## config.mk

```make
export PLATFORM = sky130hd
export DESIGN_NAME = end_status_seq
export DESIGN_NICKNAME = d
export VERILOG_FILES = /design/src/rtl/esc_pkg.sv /design/src/rtl/esc_chip_access.sv /design/src/rtl/esc_field_pack.sv /design/src/rtl/esc_poll_timer.sv /design/src/rtl/end_status_seq.sv
export SDC_FILE = /design/constraint.sdc
export NUM_CORES = 1
export LEC_CHECK = 0
export ABC_AREA = 1
export BUFFER_PORTS_ARGS = -buffer_cell sky130_fd_sc_hd__buf_2
export CORE_ASPECT_RATIO = 1.2
export CORE_MARGIN = 3
export CORE_UTILIZATION = 30
export CTS_BUF_LIST = sky130_fd_sc_hd__clkbuf_4 sky130_fd_sc_hd__clkbuf_8
export CTS_CLUSTER_DIAMETER = 200
export DETAILED_ROUTE_END_ITERATION = 7
export SETUP_SLACK_MARGIN = 0.15
export SLEW_MARGIN = 25
export SYNTH_ARGS = -nofsm -noshare
export SYNTH_HDL_FRONTEND = slang
export SYNTH_SLANG_ARGS = --single-unit
```

## constraint.sdc

```tcl
create_clock -name clk -period 2.85 [get_ports clk]
set_input_delay 0.1425 -clock clk [delete_from_list [all_inputs] [get_ports clk]]
set_output_delay 0.1425 -clock clk [all_outputs]
set_load 0.02 [all_outputs]
```

## src/rtl/esc_pkg.sv

```systemverilog
package esc_pkg;
  typedef enum logic [2:0] {
    ST_IDLE, ST_STAT, ST_RES, ST_DRV, ST_POLL, ST_DRES
  } seq_state_t;

  typedef enum logic [1:0] {
    FLD_NONE, FLD_RESULT, FLD_DRIVE
  } fld_sel_t;
endpackage

```

## src/rtl/esc_chip_access.sv

```systemverilog
// Chip register access engine: a command write, then for reads a fixed
// settling delay before the data is sampled.
module esc_chip_access #(
  parameter int DW    = 8,
  parameter int CMDW  = 16,
  parameter int DELAY = 8
) (
  input  logic            clk,
  input  logic            rst,
  input  logic            go_rd,
  input  logic            go_wr,
  input  logic [CMDW-1:0] cmd_in,
  output logic            cmd_wr,
  output logic [CMDW-1:0] cmd_word,
  output logic            rd_stb,
  input  logic [DW-1:0]   rd_data,
  output logic            rdy,
  output logic [DW-1:0]   data_out
);
  localparam int CNTW = $clog2(DELAY + 1);

  logic            busy_q, is_rd_q;
  logic [CNTW-1:0] cnt_q;

  always_ff @(posedge clk) begin
    if (rst) begin
      busy_q   <= 1'b0;
      is_rd_q  <= 1'b0;
      cnt_q    <= '0;
      cmd_wr   <= 1'b0;
      cmd_word <= '0;
      rd_stb   <= 1'b0;
      rdy      <= 1'b0;
      data_out <= '0;
    end else begin
      cmd_wr <= 1'b0;
      rd_stb <= 1'b0;
      rdy    <= 1'b0;
      if (!busy_q) begin
        if (go_rd || go_wr) begin
          busy_q   <= 1'b1;
          is_rd_q  <= go_rd;
          cmd_wr   <= 1'b1;
          cmd_word <= cmd_in;
          cnt_q    <= '0;
        end
      end else if (!is_rd_q) begin
        busy_q <= 1'b0;
        rdy    <= 1'b1;
      end else if (rd_stb) begin
        data_out <= rd_data;
        rdy      <= 1'b1;
        busy_q   <= 1'b0;
      end else begin
        if (cnt_q == CNTW'(DELAY - 1)) rd_stb <= 1'b1;
        cnt_q <= cnt_q + 1'b1;
      end
    end
  end
endmodule

```

## src/rtl/esc_field_pack.sv

```systemverilog
// Merges one chip value into the ending-status word.
module esc_field_pack
  import esc_pkg::*;
#(
  parameter int DW        = 8,
  parameter int SW        = 16,
  parameter int RES_SHIFT = 10,
  parameter int RES_LSB   = 12,
  parameter int DRV_BITS  = 7,
  parameter int DRV_SHIFT = 4
) (
  input  logic [SW-1:0] acc,
  input  logic [DW-1:0] data,
  input  fld_sel_t      sel,
  output logic [SW-1:0] merged
);
  localparam logic [SW-1:0] RES_MASK = ~((SW'(1) << RES_LSB) - SW'(1));
  localparam logic [SW-1:0] DRV_MASK = (SW'(1) << DRV_BITS) - SW'(1);

  logic [SW-1:0] wide;

  always_comb begin
    wide = SW'(data);
    unique case (sel)
      FLD_RESULT: merged = acc | ((wide << RES_SHIFT) & RES_MASK);
      FLD_DRIVE:  merged = acc | ((wide & DRV_MASK) << DRV_SHIFT);
      default:    merged = acc;
    endcase
  end
endmodule

```

## src/rtl/esc_poll_timer.sv

```systemverilog
// Counts busy polls; 'last' flags that the current busy poll uses up the limit.
module esc_poll_timer #(
  parameter int LW = 8
) (
  input  logic          clk,
  input  logic          rst,
  input  logic          clr,
  input  logic          inc,
  input  logic [LW-1:0] limit,
  output logic          last
);
  logic [LW-1:0] cnt_q;
  logic [LW:0]   eff;

  always_ff @(posedge clk) begin
    if (rst || clr) cnt_q <= '0;
    else if (inc)   cnt_q <= cnt_q + 1'b1;
  end

  always_comb begin
    eff  = (limit == '0) ? (LW+1)'(1) : {1'b0, limit};
    last = ({1'b0, cnt_q} + (LW+1)'(1)) >= eff;
  end
endmodule

```

## src/rtl/end_status_seq.sv

```systemverilog
module end_status_seq
  import esc_pkg::*;
#(
  parameter int CW    = 4,
  parameter int DW    = 8,
  parameter int SW    = 16,
  parameter int CMDW  = 16,
  parameter int LW    = 8,
  parameter int DELAY = 8,
  parameter logic [CMDW-1:0] CMD_STAT = 16'h0000,
  parameter logic [CMDW-1:0] CMD_RES  = 16'h1000,
  parameter logic [CMDW-1:0] CMD_DRV  = 16'h806C,
  parameter int RF_BIT   = 4,
  parameter int BUSY_BIT = 7
) (
  input  logic            clk,
  input  logic            rst,
  input  logic            start,
  input  logic [CW-1:0]   ctrl_status,
  input  logic [LW-1:0]   poll_limit,
  output logic            chip_cmd_wr,
  output logic [CMDW-1:0] chip_cmd_word,
  output logic            chip_rd_stb,
  input  logic [DW-1:0]   chip_rd_data,
  output logic            done,
  output logic [SW-1:0]   end_status,
  output logic            poll_timeout
);
  seq_state_t      state_q;
  logic            go_rd_q, go_wr_q;
  logic [CMDW-1:0] cmd_q;
  logic [SW-1:0]   acc_q, merged;
  logic            rdy;
  logic [DW-1:0]   rdata;
  logic            poll_clr, poll_inc, poll_last;
  fld_sel_t        sel;

  esc_chip_access #(.DW(DW), .CMDW(CMDW), .DELAY(DELAY)) acc_i (
    .clk(clk), .rst(rst), .go_rd(go_rd_q), .go_wr(go_wr_q), .cmd_in(cmd_q),
    .cmd_wr(chip_cmd_wr), .cmd_word(chip_cmd_word), .rd_stb(chip_rd_stb),
    .rd_data(chip_rd_data), .rdy(rdy), .data_out(rdata)
  );

  esc_field_pack #(.DW(DW), .SW(SW)) pack_i (
    .acc(acc_q), .data(rdata), .sel(sel), .merged(merged)
  );

  esc_poll_timer #(.LW(LW)) poll_i (
    .clk(clk), .rst(rst), .clr(poll_clr), .inc(poll_inc),
    .limit(poll_limit), .last(poll_last)
  );

  always_comb begin
    sel = (state_q == ST_RES)  ? FLD_RESULT :
          (state_q == ST_DRES) ? FLD_DRIVE  : FLD_NONE;
    poll_clr = (state_q == ST_DRV) && rdy;
    poll_inc = (state_q == ST_POLL) && rdy && rdata[BUSY_BIT] && !poll_last;
  end

  always_ff @(posedge clk) begin
    if (rst) begin
      state_q      <= ST_IDLE;
      go_rd_q      <= 1'b0;
      go_wr_q      <= 1'b0;
      cmd_q        <= '0;
      acc_q        <= '0;
      done         <= 1'b0;
      end_status   <= '0;
      poll_timeout <= 1'b0;
    end else begin
      go_rd_q <= 1'b0;
      go_wr_q <= 1'b0;
      done    <= 1'b0;
      unique case (state_q)
        ST_IDLE: if (start) begin
          acc_q   <= SW'(ctrl_status);
          go_rd_q <= 1'b1;
          cmd_q   <= CMD_STAT;
          state_q <= ST_STAT;
        end
        ST_STAT: if (rdy) begin
          if (rdata[RF_BIT]) begin
            go_rd_q <= 1'b1;
            cmd_q   <= CMD_RES;
            state_q <= ST_RES;
          end else begin
            go_wr_q <= 1'b1;
            cmd_q   <= CMD_DRV;
            state_q <= ST_DRV;
          end
        end
        ST_RES: if (rdy) begin
          acc_q   <= merged;
          go_wr_q <= 1'b1;
          cmd_q   <= CMD_DRV;
          state_q <= ST_DRV;
        end
        ST_DRV: if (rdy) begin
          go_rd_q <= 1'b1;
          cmd_q   <= CMD_STAT;
          state_q <= ST_POLL;
        end
        ST_POLL: if (rdy) begin
          if (!rdata[BUSY_BIT]) begin
            go_rd_q <= 1'b1;
            cmd_q   <= CMD_RES;
            state_q <= ST_DRES;
          end else if (poll_last) begin
            end_status   <= acc_q;
            poll_timeout <= 1'b1;
            done         <= 1'b1;
            state_q      <= ST_IDLE;
          end else begin
            go_rd_q <= 1'b1;
            cmd_q   <= CMD_STAT;
          end
        end
        ST_DRES: if (rdy) begin
          end_status   <= merged;
          poll_timeout <= 1'b0;
          done         <= 1'b1;
          state_q      <= ST_IDLE;
        end
        default: state_q <= ST_IDLE;
      endcase
    end
  end
endmodule

```

==> results of run 1 <==
==> area by class of cell <==
class | count | area share (%)
well taps | 123 | 4.29
flip-flops and latches | 66 | 36.9
multi-input cells | 283 | 40.0
inverters | 53 | 5.76
clock buffers | 9 | 3.46
clock inverters | 7 | 2.86
repair buffers | 48 | 6.77
==> power groups by stage <==
| stage | Sequential [mW] | Clock, mW | Combinational (mW) |
|---|---|---|---|
| floorplan | 1.10 | 0 | 0.540 |
| global placement | 1.08 | 0 | 0.668 |
| detailed placement | 1.08 | 0 | 0.674 |
| CTS | 1.06 | 0.904 | 0.676 |
| global route | 1.07 | 0.941 | 0.768 |
| finish | 1.06 | 0.873 | 0.674 |
==> layout by cell type (no fill, tap or decap), types with 3 or more instances in the layout <==
cell type / synthesis / layout
sky130_fd_sc_hd__a21oi_1: 29 / 29
sky130_fd_sc_hd__buf_2: 2 / 47
sky130_fd_sc_hd__clkbuf_8: 0 / 9
sky130_fd_sc_hd__clkinv_4: 0 / 3
sky130_fd_sc_hd__conb_1: 1 / 11
sky130_fd_sc_hd__dfxtp_1: 66 / 66
sky130_fd_sc_hd__ha_1: 10 / 10
sky130_fd_sc_hd__inv_1: 46 / 46
sky130_fd_sc_hd__inv_2: 3 / 3
sky130_fd_sc_hd__inv_4: 3 / 3
sky130_fd_sc_hd__nand2_1: 79 / 79
sky130_fd_sc_hd__nand3_1: 22 / 22
sky130_fd_sc_hd__nand3b_1: 14 / 14
sky130_fd_sc_hd__nand4_1: 3 / 3
sky130_fd_sc_hd__nor2_1: 64 / 64
sky130_fd_sc_hd__nor2_2: 3 / 3
sky130_fd_sc_hd__nor3_1: 4 / 4
sky130_fd_sc_hd__o21ai_0: 21 / 21
sky130_fd_sc_hd__xnor2_1: 3 / 3
sky130_fd_sc_hd__xor2_1: 4 / 4
==> registers in the layout, indices dropped and copies added, names as in the netlist <==
register        count
acc_i.busy_q        1
acc_i.is_rd_q       1
poll_timeout        1
go_rd_q             1
done                1
acc_i.cmd_wr        1
acc_q              15
cmd_q               2
acc_i.data_out      8
acc_i.cmd_word      2
poll_i.cnt_q        8
state_q             3
go_wr_q             1
acc_i.rdy           1
end_status         15
acc_i.cnt_q         4
acc_i.rd_stb        1
==> stage by stage <==
stage / cells / area, sq um / total power [mW] / utilization, %
floorplan: 426 / 3120 / 1.64 / -
global placement: 573 / 3350 / 1.75 / 34.3
detailed placement: 573 / 3350 / 1.76 / 34.3
CTS: 589 / 3580 / 2.64 / 36.7
global route: 589 / 3580 / 2.78 / 36.7
finish: 589 / 3580 / 2.61 / 36.7
==> what timing repair did <==
| item | in CTS | in global routing |
|---|---|---|
| resized for setup | 0 | 1 |
| endpoints found under the setup margin | 0 | 9 |
| hold buffers | 0 | 0 |
| endpoints found under the hold margin | 0 | 0 |
==> critical path: stages, from the launching register on <==
cell                      delay, ps
sky130_fd_sc_hd__dfxtp_1        400
sky130_fd_sc_hd__ha_1           220
sky130_fd_sc_hd__nand3_2        110
sky130_fd_sc_hd__xnor2_1        220
sky130_fd_sc_hd__ha_1           280
sky130_fd_sc_hd__nand2_1         60
sky130_fd_sc_hd__inv_1           40
sky130_fd_sc_hd__nand2_1         60
sky130_fd_sc_hd__nand3_1         70
sky130_fd_sc_hd__nand2_1         60
sky130_fd_sc_hd__nand2_1         50
sky130_fd_sc_hd__nand2_1        140
sky130_fd_sc_hd__nand2_1        120
sky130_fd_sc_hd__inv_2          180
sky130_fd_sc_hd__nand2_2        150
sky130_fd_sc_hd__nand2_1        100
sky130_fd_sc_hd__a21oi_1         60
==> how the worst max path moves through the flow <==
stage / start / to / slack, ps / cells past startpoint
2_1_floorplan: poll_i.cnt_q[0] / end_status[2] / 700 / 17
3_3_place_gp: poll_i.cnt_q[0] / poll_timeout / 390 / 13
3_5_place_dp: poll_i.cnt_q[0] / end_status[3] / 330 / 13
4_1_cts: poll_i.cnt_q[0] / end_status[3] / 320 / 13
5_1_grt: poll_i.cnt_q[0] / poll_i.cnt_q[2] / 170 / 16
6_report: poll_i.cnt_q[0] / poll_i.cnt_q[4] / 390 / 16
==> logic make-up after synthesis <==
group           Yosys count  share of synthesized area (%)
simple gates            198                           29.2
buf+inv                  77                           12.0
flops                    66                           42.9
compound gates           57                           9.75
fa+ha+maj                10                           4.06
xor+xnor                  7                           1.99
other cells               1                          0.122
==> routing by layer <==
| metal | part of all wire [%] | wire length [um] |
|---|---|---|
| met5 | 0 | 0 |
| met4 | 3.2 | 204 |
| met3 | 4.3 | 278 |
| met2 | 48 | 3120 |
| met1 | 44 | 2870 |
==> results.txt, run 1 <==
The flow ran to the end, and the final reports show no timing, DRC or antenna violations. Counting distinct cell types in the post-synthesis netlist gives 34. The overflow left after global routing came out at 0. Counting cells, the worst reg-to-reg path comes to 16.

A synthesized cell averages 7.40 sq um. The logs give 395 ps for the final worst-path setup slack and 0.891 mW for the switching power summed over all nets. The aggregate routed wire length was 6470 um; the number of global-route vias before repair was 2564. The floorplan die width came out at 98.5 um. Synthesis handed over a netlist of 416 instances. Weighted congestion at the end of routability-driven global placement: 0.843. Setup violations remaining at the end of the flow were counted as 0. Library cell with the highest instance count after synthesis: sky130_fd_sc_hd__nand2_1.

The clock network is responsible for 33.5% of the overall power. Once detail routing completed, the nets flagged for antenna violations numbered 0. The tools report the maximum number of pins on one net before global-route repair as 21.

The critical path is of the flop to flop type. For the worst setup path, the data required time is 3070 ps. The H-tree generated during clock tree synthesis spans 3 levels.

The tools report the final total negative setup slack as 0 ps. In this run, synthesis inferred 0 flip-flops with an integrated enable. The internal portion of the total power is 1.72 mW. The post-synthesis cell area is 3080 sq um. For the I/O pin count, the log shows 59.

Measured along the y axis, the die boundary spans 117 um. Area used by multi-input combinational logic: 1430 sq um. The final hold violation count is 0.

For the detailed-routing iteration count for the pre-antenna-repair pass, the log shows 6. Worst hold endpoint: acc_q[2]. The tools report the worst clock skew as 8.48 ps.

The fraction of final layout cells sized beyond drive strength 1 came out at 17.4%. TritonCTS built the clock tree. For the number of filler cells placed in the layout, the log shows 1037.

The CTS clock-pin slew for the worst setup and hold paths works out to 80 ps. The worst hold path was traced through 3 stages. Per report_power, the combinational group accounts for 25.9% of the total. The synthesized design devotes to its leading area cell type 42.9% of total area. The area growth from synthesis to layout is 16.4%.

Global-route layer with the greatest usage: met2. The logs give 407 MHz for the upper clock frequency limit and 20.4% for the routing usage on met2. The tools report the sequential share of the synthesized area as 42.9%. Number of vias per cell after detailed routing: 4.48. The portion of the clock cycle consumed by the worst path in the final layout was 86.1%. Counting flops and latches in the post-synthesis netlist gives 66. The area inside the core boundary is 9760 sq um.

0 antenna diodes ended up in the layout. The average detailed-routed wire length per instance works out to 11.0 um. In this run the worst path has a maximum fanout of 9. The first global-routing pass estimated 10900 um of wire. Across all hold checks on the routed design, the worst slack comes to 42.3 ps.

Measured against its own limit, the worst slew margin works out to 62.3%. The total power density per cell area works out to 728 nW/um^2. The number of buffers inserted by post-CTS setup repair is 0, and the worst slack at placement is 333 ps. The area of all sequential standard cells was 1320 sq um; the count of warnings emitted by yosys was 0.

VDD sags by at most 0.269 mV. For the met3 usage, the log shows 2.85%. After layout, the minimum clock period comes to 2460 ps. Global routing used 11.7% of the available tracks across all layers.

In this run the core area contains 39 standard-cell rows. In the global route stage, met1 resource usage came out at 13.1%. Clock latency on the worst-skew pair, taken at its later pin, is 340 ps. For this run, asynchronously set or reset flops after synthesis account for 0%.

The total via count after detailed routing was 2639. The root buffer cell chosen for the clock tree is sky130_fd_sc_hd__clkbuf_8. Registers are responsible for 40.7% of the overall power. Setup repair after global routing left no endpoint under its margin. The number of DRC violations after detailed-routing iteration 0 is 104, and the transition time of the tightest slew-check pin is 559 ps. In this run the most critical hold path is launched from ctrl_status[2]. The tightest min-delay check is of the input pin to flop type. Worst path arrival time: 2670 ps. Flip-flop cell with the highest count after synthesis: sky130_fd_sc_hd__dfxtp_1. The run gives 31.6% as the effective utilization at floorplan. The worst register-to-register path ends at poll_i.cnt_q[4]. The commonest cells after synthesis are 79 x sky130_fd_sc_hd__nand2_1, 66 x sky130_fd_sc_hd__dfxtp_1, 64 x sky130_fd_sc_hd__nor2_1, 46 x sky130_fd_sc_hd__inv_1, 29 x sky130_fd_sc_hd__a21oi_1. STA classifies the critical path startpoint as a flop. Detailed placement ended at an HPWL of 5030 um.

Of all cell types, the one taking the most synthesized area is sky130_fd_sc_hd__dfxtp_1. The run gives 0 as the DRC violation count after routing. The number of max-capacitance violations reported came out at 0.

Buffers inserted during clock tree synthesis total 9. For the number of nets in the finished design, the log shows 494. The die covers 11500 sq um. In this run the critical register-to-register path is launched from poll_i.cnt_q[0]. The cell leakage power is 1.62 nW.

The number of I/O port buffers works out to 47. Yosys attributes the largest share of cell area to sky130_fd_sc_hd__dfxtp_1 43%, sky130_fd_sc_hd__nand2_1 9.6%, sky130_fd_sc_hd__nor2_1 7.8%, sky130_fd_sc_hd__inv_1 5.6%, sky130_fd_sc_hd__a21oi_1 4.7%. The worst setup path is captured at a flop. The logs give 0 for the number of antenna violations at the first check in global routing and 66 for the clock sink count. The logs give 2 for the deepest clock path buffer count and 0 for the max-slew violation total from the final report. Slack of the worst reg-to-reg path: 390 ps.

The fraction of power spent switching nets came out at 34.2%.
Power figures use the tool's default switching activity.
==> inputs of run 2 (changes only) <==
--- a/config.mk
+++ b/config.mk
@@ -8,7 +8,7 @@
 export ABC_AREA = 1
 export BUFFER_PORTS_ARGS = -buffer_cell sky130_fd_sc_hd__buf_2
 export CORE_ASPECT_RATIO = 1.2
-export CORE_MARGIN = 3
+export CORE_MARGIN = 1.5
 export CORE_UTILIZATION = 30
 export CTS_BUF_LIST = sky130_fd_sc_hd__clkbuf_4 sky130_fd_sc_hd__clkbuf_8
 export CTS_CLUSTER_DIAMETER = 200
@@ -17,4 +17,5 @@
 export SLEW_MARGIN = 25
 export SYNTH_ARGS = -nofsm -noshare
 export SYNTH_HDL_FRONTEND = slang
+export SYNTH_HIERARCHICAL = 1
 export SYNTH_SLANG_ARGS = --single-unit
==> results.txt, run 2 <==
The flow ran to the end, and the final reports show no timing, DRC or antenna violations. The library cell with the largest summed area after synthesis was sky130_fd_sc_hd__dfxtp_1 (unchanged). The logs give 152 ps (was 333 ps) for the worst slack at placement and 12.4 ps (was 8.48 ps) for the worst clock skew. The tools report the kind of end point of the critical path as a flop (unchanged).

The classification of the worst setup path was flop to flop (unchanged). The final total negative setup slack was 0 ps (unchanged). The fraction of registers with async set/reset is 0% (unchanged), and the area inside the core boundary is 14300 sq um (was 9760 sq um).

Fraction of final layout cells sized beyond drive strength 1: 16.9% (was 17.4%). Setup repair after global routing left no endpoint under its margin. The data required time of the worst path was 3150 ps (was 3070 ps); the final hold violation count was 0 (unchanged).

The aggregate routed wire length was 9660 um (was 6470 um). Commonest non-fill, non-tap cells in the layout: 207 x sky130_fd_sc_hd__nand2_1, 104 x sky130_fd_sc_hd__nor2_1, 103 x sky130_fd_sc_hd__inv_1, 79 x sky130_fd_sc_hd__dfxtp_1, 58 x sky130_fd_sc_hd__buf_2 (was 79 x sky130_fd_sc_hd__nand2_1, 66 x sky130_fd_sc_hd__dfxtp_1, 64 x sky130_fd_sc_hd__nor2_1, 47 x sky130_fd_sc_hd__buf_2, 46 x sky130_fd_sc_hd__inv_1). The run gives 4 (was 6) as the detailed-routing iteration count for the pre-antenna-repair pass. The first-pass GRT wire length came out at 16600 um (was 10900 um).

Post-synthesis cell area: 4350 sq um (was 3080 sq um). Number of nets in the finished design: 772 (was 494). Average detailed-routed wire length per instance: 10.6 um (was 11.0 um). Number of global-route vias before repair: 3538 (was 2564). The run gives 0 (unchanged) as the number of setup violations in the final report. The weighted congestion at the end of routability-driven global placement is 0.812 (was 0.843), and the number of synthesized flops with an enable pin is 0 (unchanged). The mean post-synth cell area was 6.46 sq um (was 7.40 sq um).

The logs give 48 (was 39) for the site row count and 0 (unchanged) for the max-slew violation total from the final report. Class of the tightest hold or removal check: input pin to flop (unchanged). The residual antenna-violating net count after detailed routing is 0 (unchanged). The largest voltage drop on the vdd net is 0.240 mV (was 0.269 mV). The final worst-path setup slack came out at 331 ps (was 395 ps).

Clock tree root buffer cell: sky130_fd_sc_hd__clkbuf_8 (unchanged). The post-synthesis sequential element count came out at 82 (was 66). The routed length on met3 came out at 360 um (was 278 um). The CTS clock-pin slew for the worst setup and hold paths is 80 ps (about the same).

Critical path startpoint category: a flop (unchanged). The logs give 15200 sq um (was 11500 sq um) for the overall die area and 38 (was 21) for the maximum number of pins on one net before global-route repair. The growth of design area from synthesis to finish works out to 16.5% (was 16.4%). The height of the chip came out at 135 um (was 117 um). The floorplan die width works out to 113 um (was 98.5 um). The cell leakage power is 2.62 nW (was 1.62 nW). Leading cell types by count after synthesis: 207 x sky130_fd_sc_hd__nand2_1, 108 x sky130_fd_sc_hd__nor2_1, 104 x sky130_fd_sc_hd__inv_1, 82 x sky130_fd_sc_hd__dfxtp_1, 52 x sky130_fd_sc_hd__o21ai_0 (was 79 x sky130_fd_sc_hd__nand2_1, 66 x sky130_fd_sc_hd__dfxtp_1, 64 x sky130_fd_sc_hd__nor2_1, 46 x sky130_fd_sc_hd__inv_1, 29 x sky130_fd_sc_hd__a21oi_1). Highest routed metal layer: met4 (unchanged).

The length of routed met2 wiring is 4510 um (was 3120 um). Total via count after detailed routing: 3878 (was 2639). Area share of the leading cell type in the synthesized netlist: 37.8% (was 42.9%). TritonCTS built the clock tree. The worst path arrival time came out at 2820 ps (was 2670 ps). The logs give 59 (unchanged) for the I/O pin count and 82 (was 66) for the clock sink count.

The clock latency reported for the late side of the worst-skew pair came out at 370 ps (was 340 ps). The leading cell type in the layout, fill and taps excluded was sky130_fd_sc_hd__nand2_1 (unchanged). The logs give 673 (was 416) for the gate count of the mapped netlist and 397 MHz (was 407 MHz) for the upper clock frequency limit. The sequential share of the synthesized area was 37.8% (was 42.9%). The library cell with the highest instance count after synthesis was sky130_fd_sc_hd__nand2_1 (unchanged). For the all-layer global routing usage, the log shows 13.6% (was 11.7%). The run gives 0 (unchanged) as the DRC violation count after routing. Minimum clock period after layout: 2520 ps (was 2460 ps). The number of I/O port buffers came out at 58 (was 47). The effective utilization at floorplan was 30.4% (was 31.6%); the power consumption was 3.61 mW (was 2.61 mW).

The count of warnings emitted by yosys is 6 (was 0), and the overflow left after global routing is 0 (unchanged). The number of filler cells placed in the layout is 1572 (was 1037). The TritonCTS buffer count was 9 (unchanged); the count of H-tree levels built during CTS was 3 (unchanged).

The routed length on met1 came out at 4590 um (was 2870 um). The flip-flop cell with the highest count after synthesis is sky130_fd_sc_hd__dfxtp_1 (unchanged). For the deepest clock path buffer count, the log shows 2 (unchanged).

The tools report the number of diodes added for antenna fixing as 0 (unchanged). Biggest fanout along the worst timing path: 11 (was 9). The number of vias per cell after detailed routing is 4.24 (was 4.48).

Distinct cell type count of the synthesized netlist: 37 (was 34). The number of DRC violations after detailed-routing iteration 0 was 165 (was 104). The number of antenna violations at the first check in global routing came out at 0 (unchanged). Biggest regs: acc_i/cmd_word x16, acc_q x16, end_status x16 (was acc_q x15, end_status x15). For the HPWL reported at the end of detailed placement, the log shows 6660 um (was 5030 um).

Top cells by area in the synthesized netlist: sky130_fd_sc_hd__dfxtp_1 38%, sky130_fd_sc_hd__nand2_1 18%, sky130_fd_sc_hd__nor2_1 9.3%, sky130_fd_sc_hd__inv_1 9.0%, sky130_fd_sc_hd__o21ai_0 6.0% (was sky130_fd_sc_hd__dfxtp_1 43%, sky130_fd_sc_hd__nand2_1 9.6%, sky130_fd_sc_hd__nor2_1 7.8%, sky130_fd_sc_hd__inv_1 5.6%, sky130_fd_sc_hd__a21oi_1 4.7%). The portion of the clock cycle consumed by the worst path in the final layout works out to 88.4% (was 86.1%). The total power density per cell area is 713 nW/um^2 (was 728 nW/um^2), and the number of max-capacitance violations reported is 0 (unchanged).
[run 2: worst paths after layout]
| path | from | to | slack [ps] | cells past startpoint |
|---|---|---|---|---|
| max | poll_i/cnt_q[1] | poll_i/cnt_q[0] | 330 | 16 |
| max reg2reg | poll_i/cnt_q[1] | poll_i/cnt_q[0] | 330 | 16 |
| min | chip_rd_data[1] | acc_i/data_out[1] | 70 | 3 |
| min reg2reg | cmd_q[12] | acc_i/cmd_word[12] | 450 | 2 |
[run 2: logic make-up after synthesis]
| group | after synthesis | share of synthesized area [%] |
|---|---|---|
| other | 1 | 0.0863 |
| buffers and inverters | 140 | 14.4 |
| adders and majority gates | 14 | 4.03 |
| AOI/OAI and AO/OA | 81 | 9.85 |
| DFF | 82 | 37.8 |
| and+or+nand+nor | 350 | 32.7 |
| xor gates and xnor gates | 5 | 1.18 |
[run 2: worst max-delay path: stages (launching register included)]
cell                      delay (ps)
sky130_fd_sc_hd__dfxtp_2         380
sky130_fd_sc_hd__ha_4            160
sky130_fd_sc_hd__nand3_4         100
sky130_fd_sc_hd__nor2_4          130
sky130_fd_sc_hd__xor2_2          150
sky130_fd_sc_hd__inv_1            60
sky130_fd_sc_hd__ha_1            300
sky130_fd_sc_hd__a21oi_1         140
sky130_fd_sc_hd__nand2_1          70
sky130_fd_sc_hd__nand2_1          50
sky130_fd_sc_hd__nand2_1          70
sky130_fd_sc_hd__nor2_1          140
sky130_fd_sc_hd__nand3_2         100
sky130_fd_sc_hd__nor2_4          180
sky130_fd_sc_hd__inv_4            80
sky130_fd_sc_hd__or2_1           210
sky130_fd_sc_hd__a21oi_1         120
[run 2: report_power, final]
group          internal (mW)  switching (mW)
Clock                  0.416           0.447
Sequential              1.32           0.161
Combinational          0.402           0.869
Total                   2.13            1.48
[run 2: area by class of cell]
class	instances	area, sq um	share of cell area (%)
Sequential cell	82	1650	32.5
Inverter	115	442	8.72
Clock inverter	6	66.3	1.31
Timing Repair Buffer	67	374	7.39
Tap cell	175	219	4.33
Multi-Input combinational cell	460	2180	43.2
Clock buffer	10	131	2.60
[run 2: repair_timing]
item                                   in CTS  in global routing
gates resized for setup                     1                 19
pin swaps                                   1                  5
hold buffers                                0                  0
endpoints found under the hold margin       0                  0
buffers inserted                            0                  3
setup endpoints to repair                   3                 31
[run 2: per-stage QoR]
| step | hold slack [ps] | instance area, sq um | cells | utilization (%) |
|---|---|---|---|---|
| global placement | 431 | 4760 | 896 | 33.3 |
| finish | 70.8 | 5060 | 915 | 35.4 |
| detailed placement | 430 | 4760 | 896 | 33.3 |
| global route | 67.8 | 5060 | 915 | 35.4 |
| floorplan | 205 | 4380 | 682 | - |
| CTS | 51.8 | 4960 | 912 | 34.7 |
[run 2: per-layer routing]
layer	track usage (%)	vias up
li1	-	2131
met1	17.0	1664
met2	22.7	69
met3	3.37	14
met4	5.07	0
met5	0	-
